[config.mk]
export PLATFORM = sky130hd
export DESIGN_NAME = flash_pgm_seq
export DESIGN_NICKNAME = d
export VERILOG_FILES = /design/src/rtl/fps_pkg.sv /design/src/rtl/fps_tick_gen.sv /design/src/rtl/fps_us_count.sv /design/src/rtl/fps_ctrl.sv /design/src/rtl/flash_pgm_seq.sv
export SDC_FILE = /design/constraint.sdc
export NUM_CORES = 1
export LEC_CHECK = 0
export BUFFER_PORTS_ARGS = -buffer_cell sky130_fd_sc_hd__buf_2
export CORE_MARGIN = 1
export CORE_UTILIZATION = 32
export CTS_CLUSTER_DIAMETER = 200
export DETAILED_ROUTE_END_ITERATION = 10
export MAX_ROUTING_LAYER = met4
export PLACE_DENSITY_LB_ADDON = 0.05
export RECOVER_POWER = 100
export SYNTH_ARGS = -nofsm -noshare
export SYNTH_HDL_FRONTEND = slang
export SYNTH_SLANG_ARGS = --single-unit
[constraint.sdc]
create_clock -name clk -period 1.1 [get_ports clk]
set_clock_uncertainty 0.05 [all_clocks]
set_input_delay 0.11 -clock clk [delete_from_list [all_inputs] [get_ports clk]]
set_output_delay 0.11 -clock clk [all_outputs]
set_load 0.02 [all_outputs]
[src/rtl/fps_pkg.sv]
package fps_pkg;

  localparam int unsigned US_W = 8;

  typedef enum logic [3:0] {
    ST_IDLE, ST_WEN, ST_SETUP, ST_PULSE, ST_PCLR,
    ST_SCLR, ST_VSET, ST_VDUM, ST_VCLR, ST_WCLR
  } fps_state_e;

  localparam logic [US_W-1:0] T_WEN      = 8'd1;
  localparam logic [US_W-1:0] T_SETUP    = 8'd50;
  localparam logic [US_W-1:0] T_PCLR     = 8'd5;
  localparam logic [US_W-1:0] T_SCLR     = 8'd5;
  localparam logic [US_W-1:0] T_VSET     = 8'd4;
  localparam logic [US_W-1:0] T_VDUM     = 8'd2;
  localparam logic [US_W-1:0] T_VCLR     = 8'd2;
  localparam logic [US_W-1:0] T_WCLR     = 8'd100;
  localparam logic [US_W-1:0] T_PW_SHORT = 8'd10;
  localparam logic [US_W-1:0] T_PW_MID   = 8'd30;
  localparam logic [US_W-1:0] T_PW_LONG  = 8'd200;

  function automatic logic [US_W-1:0] pulse_us(input logic [1:0] sel);
    case (sel)
      2'b01:   pulse_us = T_PW_MID;
      2'b10:   pulse_us = T_PW_LONG;
      default: pulse_us = T_PW_SHORT;
    endcase
  endfunction

endpackage

[src/rtl/fps_tick_gen.sv]
module fps_tick_gen #(
  parameter int unsigned CYC_PER_US = 50
) (
  input  logic clk,
  input  logic rst_n,
  input  logic clr_i,
  output logic tick_o
);
  localparam int unsigned PW = (CYC_PER_US > 1) ? $clog2(CYC_PER_US) : 1;
  localparam logic [PW-1:0] LAST = PW'(CYC_PER_US - 1);

  logic [PW-1:0] cnt_q, cnt_d;

  assign tick_o = (cnt_q == LAST);

  always_comb begin
    if (clr_i || tick_o) cnt_d = '0;
    else                 cnt_d = cnt_q + 1'b1;
  end

  always_ff @(posedge clk or negedge rst_n) begin
    if (!rst_n) cnt_q <= '0;
    else        cnt_q <= cnt_d;
  end

  AST_PRESCALE_RANGE: assert property (@(posedge clk) disable iff (!rst_n)
    cnt_q <= LAST);

endmodule

[src/rtl/fps_us_count.sv]
module fps_us_count #(
  parameter int unsigned W = 8
) (
  input  logic         clk,
  input  logic         rst_n,
  input  logic         load_i,
  input  logic [W-1:0] load_val_i,
  input  logic         tick_i,
  output logic         expire_o
);
  logic [W-1:0] cnt_q, cnt_d;
  logic         cnt_en;

  assign cnt_en   = load_i || (tick_i && (cnt_q != '0));
  assign expire_o = tick_i && (cnt_q == W'(1));

  always_comb begin
    if (load_i) cnt_d = load_val_i;
    else        cnt_d = cnt_q - 1'b1;
  end

  always_ff @(posedge clk or negedge rst_n) begin
    if (!rst_n)      cnt_q <= '0;
    else if (cnt_en) cnt_q <= cnt_d;
  end

  AST_LOAD_NONZERO: assert property (@(posedge clk) disable iff (!rst_n)
    load_i |=> (cnt_q != '0));

endmodule

[src/rtl/fps_ctrl.sv]
module fps_ctrl
  import fps_pkg::*;
(
  input  logic            clk,
  input  logic            rst_n,
  input  logic            start_i,
  input  logic [1:0]      sel_i,
  input  logic            verify_ok_i,
  input  logic            expire_i,
  output logic            load_o,
  output logic [US_W-1:0] load_val_o,
  output logic            wen_o,
  output logic            psetup_o,
  output logic            ppulse_o,
  output logic            vmode_o,
  output logic            dummy_wr_o,
  output logic            busy_o,
  output logic            done_o,
  output logic            pass_o
);
  fps_state_e state_q, state_d;
  logic [1:0] sel_q, sel_d;
  logic       pass_q, pass_d;
  logic       dummy_q, dummy_d;
  logic       done_q, done_d;

  always_comb begin
    state_d    = state_q;
    sel_d      = sel_q;
    pass_d     = pass_q;
    dummy_d    = 1'b0;
    done_d     = 1'b0;
    load_o     = 1'b0;
    load_val_o = '0;
    case (state_q)
      ST_IDLE: if (start_i) begin
        state_d = ST_WEN;  load_o = 1'b1; load_val_o = T_WEN;
        sel_d   = sel_i;   pass_d = 1'b0;
      end
      ST_WEN: if (expire_i) begin
        state_d = ST_SETUP; load_o = 1'b1; load_val_o = T_SETUP;
      end
      ST_SETUP: if (expire_i) begin
        state_d = ST_PULSE; load_o = 1'b1; load_val_o = pulse_us(sel_q);
      end
      ST_PULSE: if (expire_i) begin
        state_d = ST_PCLR; load_o = 1'b1; load_val_o = T_PCLR;
      end
      ST_PCLR: if (expire_i) begin
        state_d = ST_SCLR; load_o = 1'b1; load_val_o = T_SCLR;
      end
      ST_SCLR: if (expire_i) begin
        state_d = ST_VSET; load_o = 1'b1; load_val_o = T_VSET;
      end
      ST_VSET: if (expire_i) begin
        state_d = ST_VDUM; load_o = 1'b1; load_val_o = T_VDUM;
        dummy_d = 1'b1;
      end
      ST_VDUM: if (expire_i) begin
        state_d = ST_VCLR; load_o = 1'b1; load_val_o = T_VCLR;
        pass_d  = verify_ok_i;
      end
      ST_VCLR: if (expire_i) begin
        state_d = ST_WCLR; load_o = 1'b1; load_val_o = T_WCLR;
      end
      ST_WCLR: if (expire_i) begin
        state_d = ST_IDLE; done_d = 1'b1;
      end
      default: state_d = ST_IDLE;
    endcase
  end

  always_ff @(posedge clk or negedge rst_n) begin
    if (!rst_n) begin
      state_q <= ST_IDLE;
      sel_q   <= 2'b00;
      pass_q  <= 1'b0;
      dummy_q <= 1'b0;
      done_q  <= 1'b0;
    end else begin
      state_q <= state_d;
      sel_q   <= sel_d;
      pass_q  <= pass_d;
      dummy_q <= dummy_d;
      done_q  <= done_d;
    end
  end

  assign wen_o      = !(state_q inside {ST_IDLE, ST_WCLR});
  assign psetup_o   = state_q inside {ST_SETUP, ST_PULSE, ST_PCLR};
  assign ppulse_o   = (state_q == ST_PULSE);
  assign vmode_o    = state_q inside {ST_VSET, ST_VDUM};
  assign busy_o     = (state_q != ST_IDLE);
  assign dummy_wr_o = dummy_q;
  assign done_o     = done_q;
  assign pass_o     = pass_q;

  AST_PULSE_NEEDS_SETUP: assert property (@(posedge clk) disable iff (!rst_n)
    ppulse_o |-> (psetup_o && wen_o));
  AST_VERIFY_EXCL_SETUP: assert property (@(posedge clk) disable iff (!rst_n)
    vmode_o |-> !psetup_o);
  AST_PULSE_HOLD: assert property (@(posedge clk) disable iff (!rst_n)
    (ppulse_o && !expire_i) |=> ppulse_o);
  AST_DUMMY_IN_VERIFY: assert property (@(posedge clk) disable iff (!rst_n)
    dummy_wr_o |-> vmode_o);
  AST_DONE_ONE_CYCLE: assert property (@(posedge clk) disable iff (!rst_n)
    done_o |=> !done_o);
  AST_SEL_HELD: assert property (@(posedge clk) disable iff (!rst_n)
    busy_o |=> $stable(sel_q));
  AST_PASS_HELD: assert property (@(posedge clk) disable iff (!rst_n)
    (state_q != ST_VDUM && !(state_q == ST_IDLE && start_i)) |=> $stable(pass_o));

endmodule

[src/rtl/flash_pgm_seq.sv]
module flash_pgm_seq
  import fps_pkg::*;
#(
  parameter int unsigned CYC_PER_US = 50
) (
  input  logic       clk,
  input  logic       rst_n,
  input  logic       start_i,
  input  logic [1:0] width_sel_i,
  input  logic       verify_ok_i,
  output logic       wen_o,
  output logic       psetup_o,
  output logic       ppulse_o,
  output logic       vmode_o,
  output logic       dummy_wr_o,
  output logic       busy_o,
  output logic       done_o,
  output logic       pass_o
);
  logic [1:0]      rst_sync_q;
  logic            rst_int_n;
  logic            tick;
  logic            expire;
  logic            load;
  logic [US_W-1:0] load_val;

  always_ff @(posedge clk or negedge rst_n) begin
    if (!rst_n) rst_sync_q <= 2'b00;
    else        rst_sync_q <= {rst_sync_q[0], 1'b1};
  end
  assign rst_int_n = rst_sync_q[1];

  fps_tick_gen #(.CYC_PER_US(CYC_PER_US)) u_tick (
    .clk(clk), .rst_n(rst_int_n), .clr_i(load), .tick_o(tick)
  );

  fps_us_count #(.W(US_W)) u_count (
    .clk(clk), .rst_n(rst_int_n), .load_i(load), .load_val_i(load_val),
    .tick_i(tick), .expire_o(expire)
  );

  fps_ctrl u_ctrl (
    .clk(clk), .rst_n(rst_int_n), .start_i(start_i), .sel_i(width_sel_i),
    .verify_ok_i(verify_ok_i), .expire_i(expire), .load_o(load),
    .load_val_o(load_val), .wen_o(wen_o), .psetup_o(psetup_o),
    .ppulse_o(ppulse_o), .vmode_o(vmode_o), .dummy_wr_o(dummy_wr_o),
    .busy_o(busy_o), .done_o(done_o), .pass_o(pass_o)
  );

endmodule

==> impl_metrics.py <==
metrics = {
    "run_status": {
        "status": "complete, but fails checks",
        "violations": "negative setup slack",
    },
    "routing": {
        "first_pass_iters": 4,
        "wl_per_cell_um": 13.4,
        "post_drt_via_cell_ratio": 4.84,
        "drc_errors": 0,
        "drt_iter0_markers": 115,
        "drtAntennaViolNets": 0,
        "drt-total-wl_um": 4220,
        "num_vias": 1521,
    },
    "clocking": {
        "root_buffer": "clkbuf_8",
        "cts.path.max_buffers": 2,
        "clk_latency_ns": 0.29,
        "htree_levels": 1,
        "cts_buffers": 3,
        "cts_sinks": 25,
        "cts_tree": "done",
        "clkTransAtPathRegs_ns": 0.09,
    },
    "global_routing": {
        "grt_max_degree": 24,
        "antenna_found_initial": 0,
        "grt_pass1_vias": 1543,
        "grt_usage": 0.188,
        "overflow": 0,
        "grt_pass1_wl_um": 7370,
    },
    "critical_path": {
        "cp_slowest_cell": "dfrtp_1",
        "crit_required_ns": 1.23,
        "cp-start-kind": "flop",
        "end_kind": "flop",
        "path_cells": "inv_1 -> ha_2 -> nor3b_2 -> nand2_1 -> a221o_1 -> buf_6 -> buf_4 -> nor2_1 -> a21oi_2",
        "critical_path_class": "flop to flop",
        "timing.rr.end": "u_count.cnt_q[1]",
        "critPathTopFamily": "compound AO/OA/AOI/OAI gates",
        "reg2reg_from": "u_count.cnt_q[0]",
        "crit_buf_inv": 3,
        "cpPeakStageDelay_ns": 0.41,
        "regToRegSetupSlack_ns": -0.79,
        "arrival_ns": 2.02,
        "path_max_fanout": 6,
        "reg2reg_depth": 9,
        "crit_start": "u_count.cnt_q[0]",
    },
    "place": {
        "hpwl_um": 3090,
        "port_buffers": 13,
        "globalplace.congestion": 0.922,
        "place_area_um2": 2160,
    },
    "floorplanning": {
        "core_um2": 4720,
        "initial_core_util": 0.333,
        "rows": 25,
        "die_y_um": 72.1,
        "io_pins": 14,
        "dieArea_um2": 5200,
        "dieWidth_um": 72.1,
    },
    "timing": {
        "fin_hold_ws_ns": 0.0826,
        "rsz0062_at_grt": "true",
        "fin_ws_ns": -0.787,
        "max_slew_margin": 0.600,
        "worst_pin_slew_ns": 0.599,
        "fmax_mhz": 530,
        "setup_tns_ns": -15.52,
        "min_period_ns": 1.89,
        "finalSetupViolCount": 28,
        "period_share": 1.72,
        "slew_violations": 0,
        "hold_viol": 0,
    },
    "synth": {
        "synthCells": 176,
        "yosys_warnings": 0,
        "yosysSeqAreaShare": 0.398,
        "syn-cell-area_um2": 1570,
        "ys_ff_latch": 25,
        "yosysUniqueCellTypes": 47,
        "synth_nets": 186,
        "synthTopCellsByArea": "dfrtp_1 (40%), nand2_1 (4.3%), nor2_1 (4.3%)",
        "yosys-top-cells-count": "dfrtp_1 (25), nand2_1 (18), nor2_1 (18)",
        "async_flop_share": 1.00,
        "synth_top_cell_area_share": 0.398,
        "synth.avg_cell_area_um2": 8.94,
        "synth_edf_count": 0,
        "synth-main-ff-cell": "dfrtp_1",
        "yosysMostFrequentCell": "dfrtp_1",
        "yosysTopAreaCell": "dfrtp_1",
    },
    "power": {
        "p_leak_nw": 1.07,
        "total_power_mw": 3.60,
        "powerDensity_nw_per_um2": 1520,
        "irDropWorstVdd_uv": 503,
    },
    "final_layout": {
        "design_area_um2": 2360,
        "final_layout_size_suffix_gt1_frac": 0.462,
        "final_core_util": 0.501,
        "finalNetCount": 258,
        "antennaDiodeCount": 0,
        "area_delta_synth_final_pct": 50.4,
    },
    "job": {
        "cap_viol_max_count": 0,
    },
    "worst_hold_path": {
        "hold_class": "input port to asynchronous set/reset pin",
    },
}
==> logic make-up after synthesis <==
kind of cell,after synthesis,share of synthesized area
DFF,25,0.398
xor gates and xnor gates,8,0.0445
adders and majority gates,4,0.0318
and+or+nand+nor,75,0.265
buffers and inverters,16,0.0549
AOI/OAI and AO/OA,44,0.185
muxes,3,0.0191
other,1,0.00238
==> area by class of cell <==
class / instances / area, µm²
Multi-Input combinational cell: 135 / 1010
Inverter: 6 / 22.5
Sequential cell: 25 / 628
Timing Repair Buffer: 77 / 576
Tap cell: 67 / 83.8
Clock buffer: 3 / 41.3
Clock inverter: 1 / 7.51
Fill cell: 443 / 2360
==> per-layer routing <==
layer | part of all wire | track usage
met1 | 0.48 | 0.250
met2 | 0.49 | 0.295
met3 | 0.016 | 0.0222
met4 | 0.013 | 0.0675
met5 | 0 | -
==> registers in the layout, summed over array words and instances, names as in the netlist <==
signal,count
u_count.cnt_q,8
rst_sync_q,2
u_ctrl.state_q,4
u_ctrl.dummy_wr_o,1
u_ctrl.sel_q,2
u_ctrl.done_o,1
u_tick.cnt_q,6
u_ctrl.pass_o,1
==> repair_timing <==
| item | in CTS | in global routing |
|---|---|---|
| gates cloned | 0 | 0 |
| pin swaps | 6 | 5 |
| hold buffers | 3 | 0 |
| setup buffers | 3 | 4 |
| setup endpoints to repair | 28 | 28 |
| resized for setup | 6 | 12 |
| hold endpoints to repair | 4 | 0 |
==> placed cells by master (no fill, tap or decap), types with 4 or more instances in the layout <==
cell type,count
clkbuf_2,4
o21ai_0,7
xor2_1,4
o21ai_1,5
nand2_1,15
a21oi_1,9
buf_2,9
inv_1,4
nand3_1,4
dfrtp_1,23
buf_4,53
buf_6,7
a22o_1,6
nor2_1,14
nor3_1,4
==> metrics by stage <==
step | std cells | worst slack [ns]
final | 314 | -0.787
after global routing | 314 | -0.917
after CTS | 310 | -0.773
after detailed placement | 300 | -0.790
after global placement | 300 | -0.794
after floorplan | 176 | -0.655
==> report_power, final <==
| part | internal, mW | switching, mW | total [mW] |
|---|---|---|---|
| logic | 0.918 | 0.733 | 1.65 |
| registers | 1.15 | 0.202 | 1.35 |
| clock network | 0.258 | 0.342 | 0.601 |
| total | 2.32 | 1.28 | 3.60 |
==> how the worst max path moves through the flow <==
stage	end	slack, ns	cells after the start
floorplan	u_count.cnt_q[6]	-0.65	7
global placement	u_count.cnt_q[7]	-0.79	6
detailed placement	u_count.cnt_q[6]	-0.79	7
CTS	u_count.cnt_q[2]	-0.77	8
global route	u_count.cnt_q[4]	-0.92	8
finish	u_count.cnt_q[1]	-0.79	9
No activity file was read; power rests on OpenSTA's default activity.
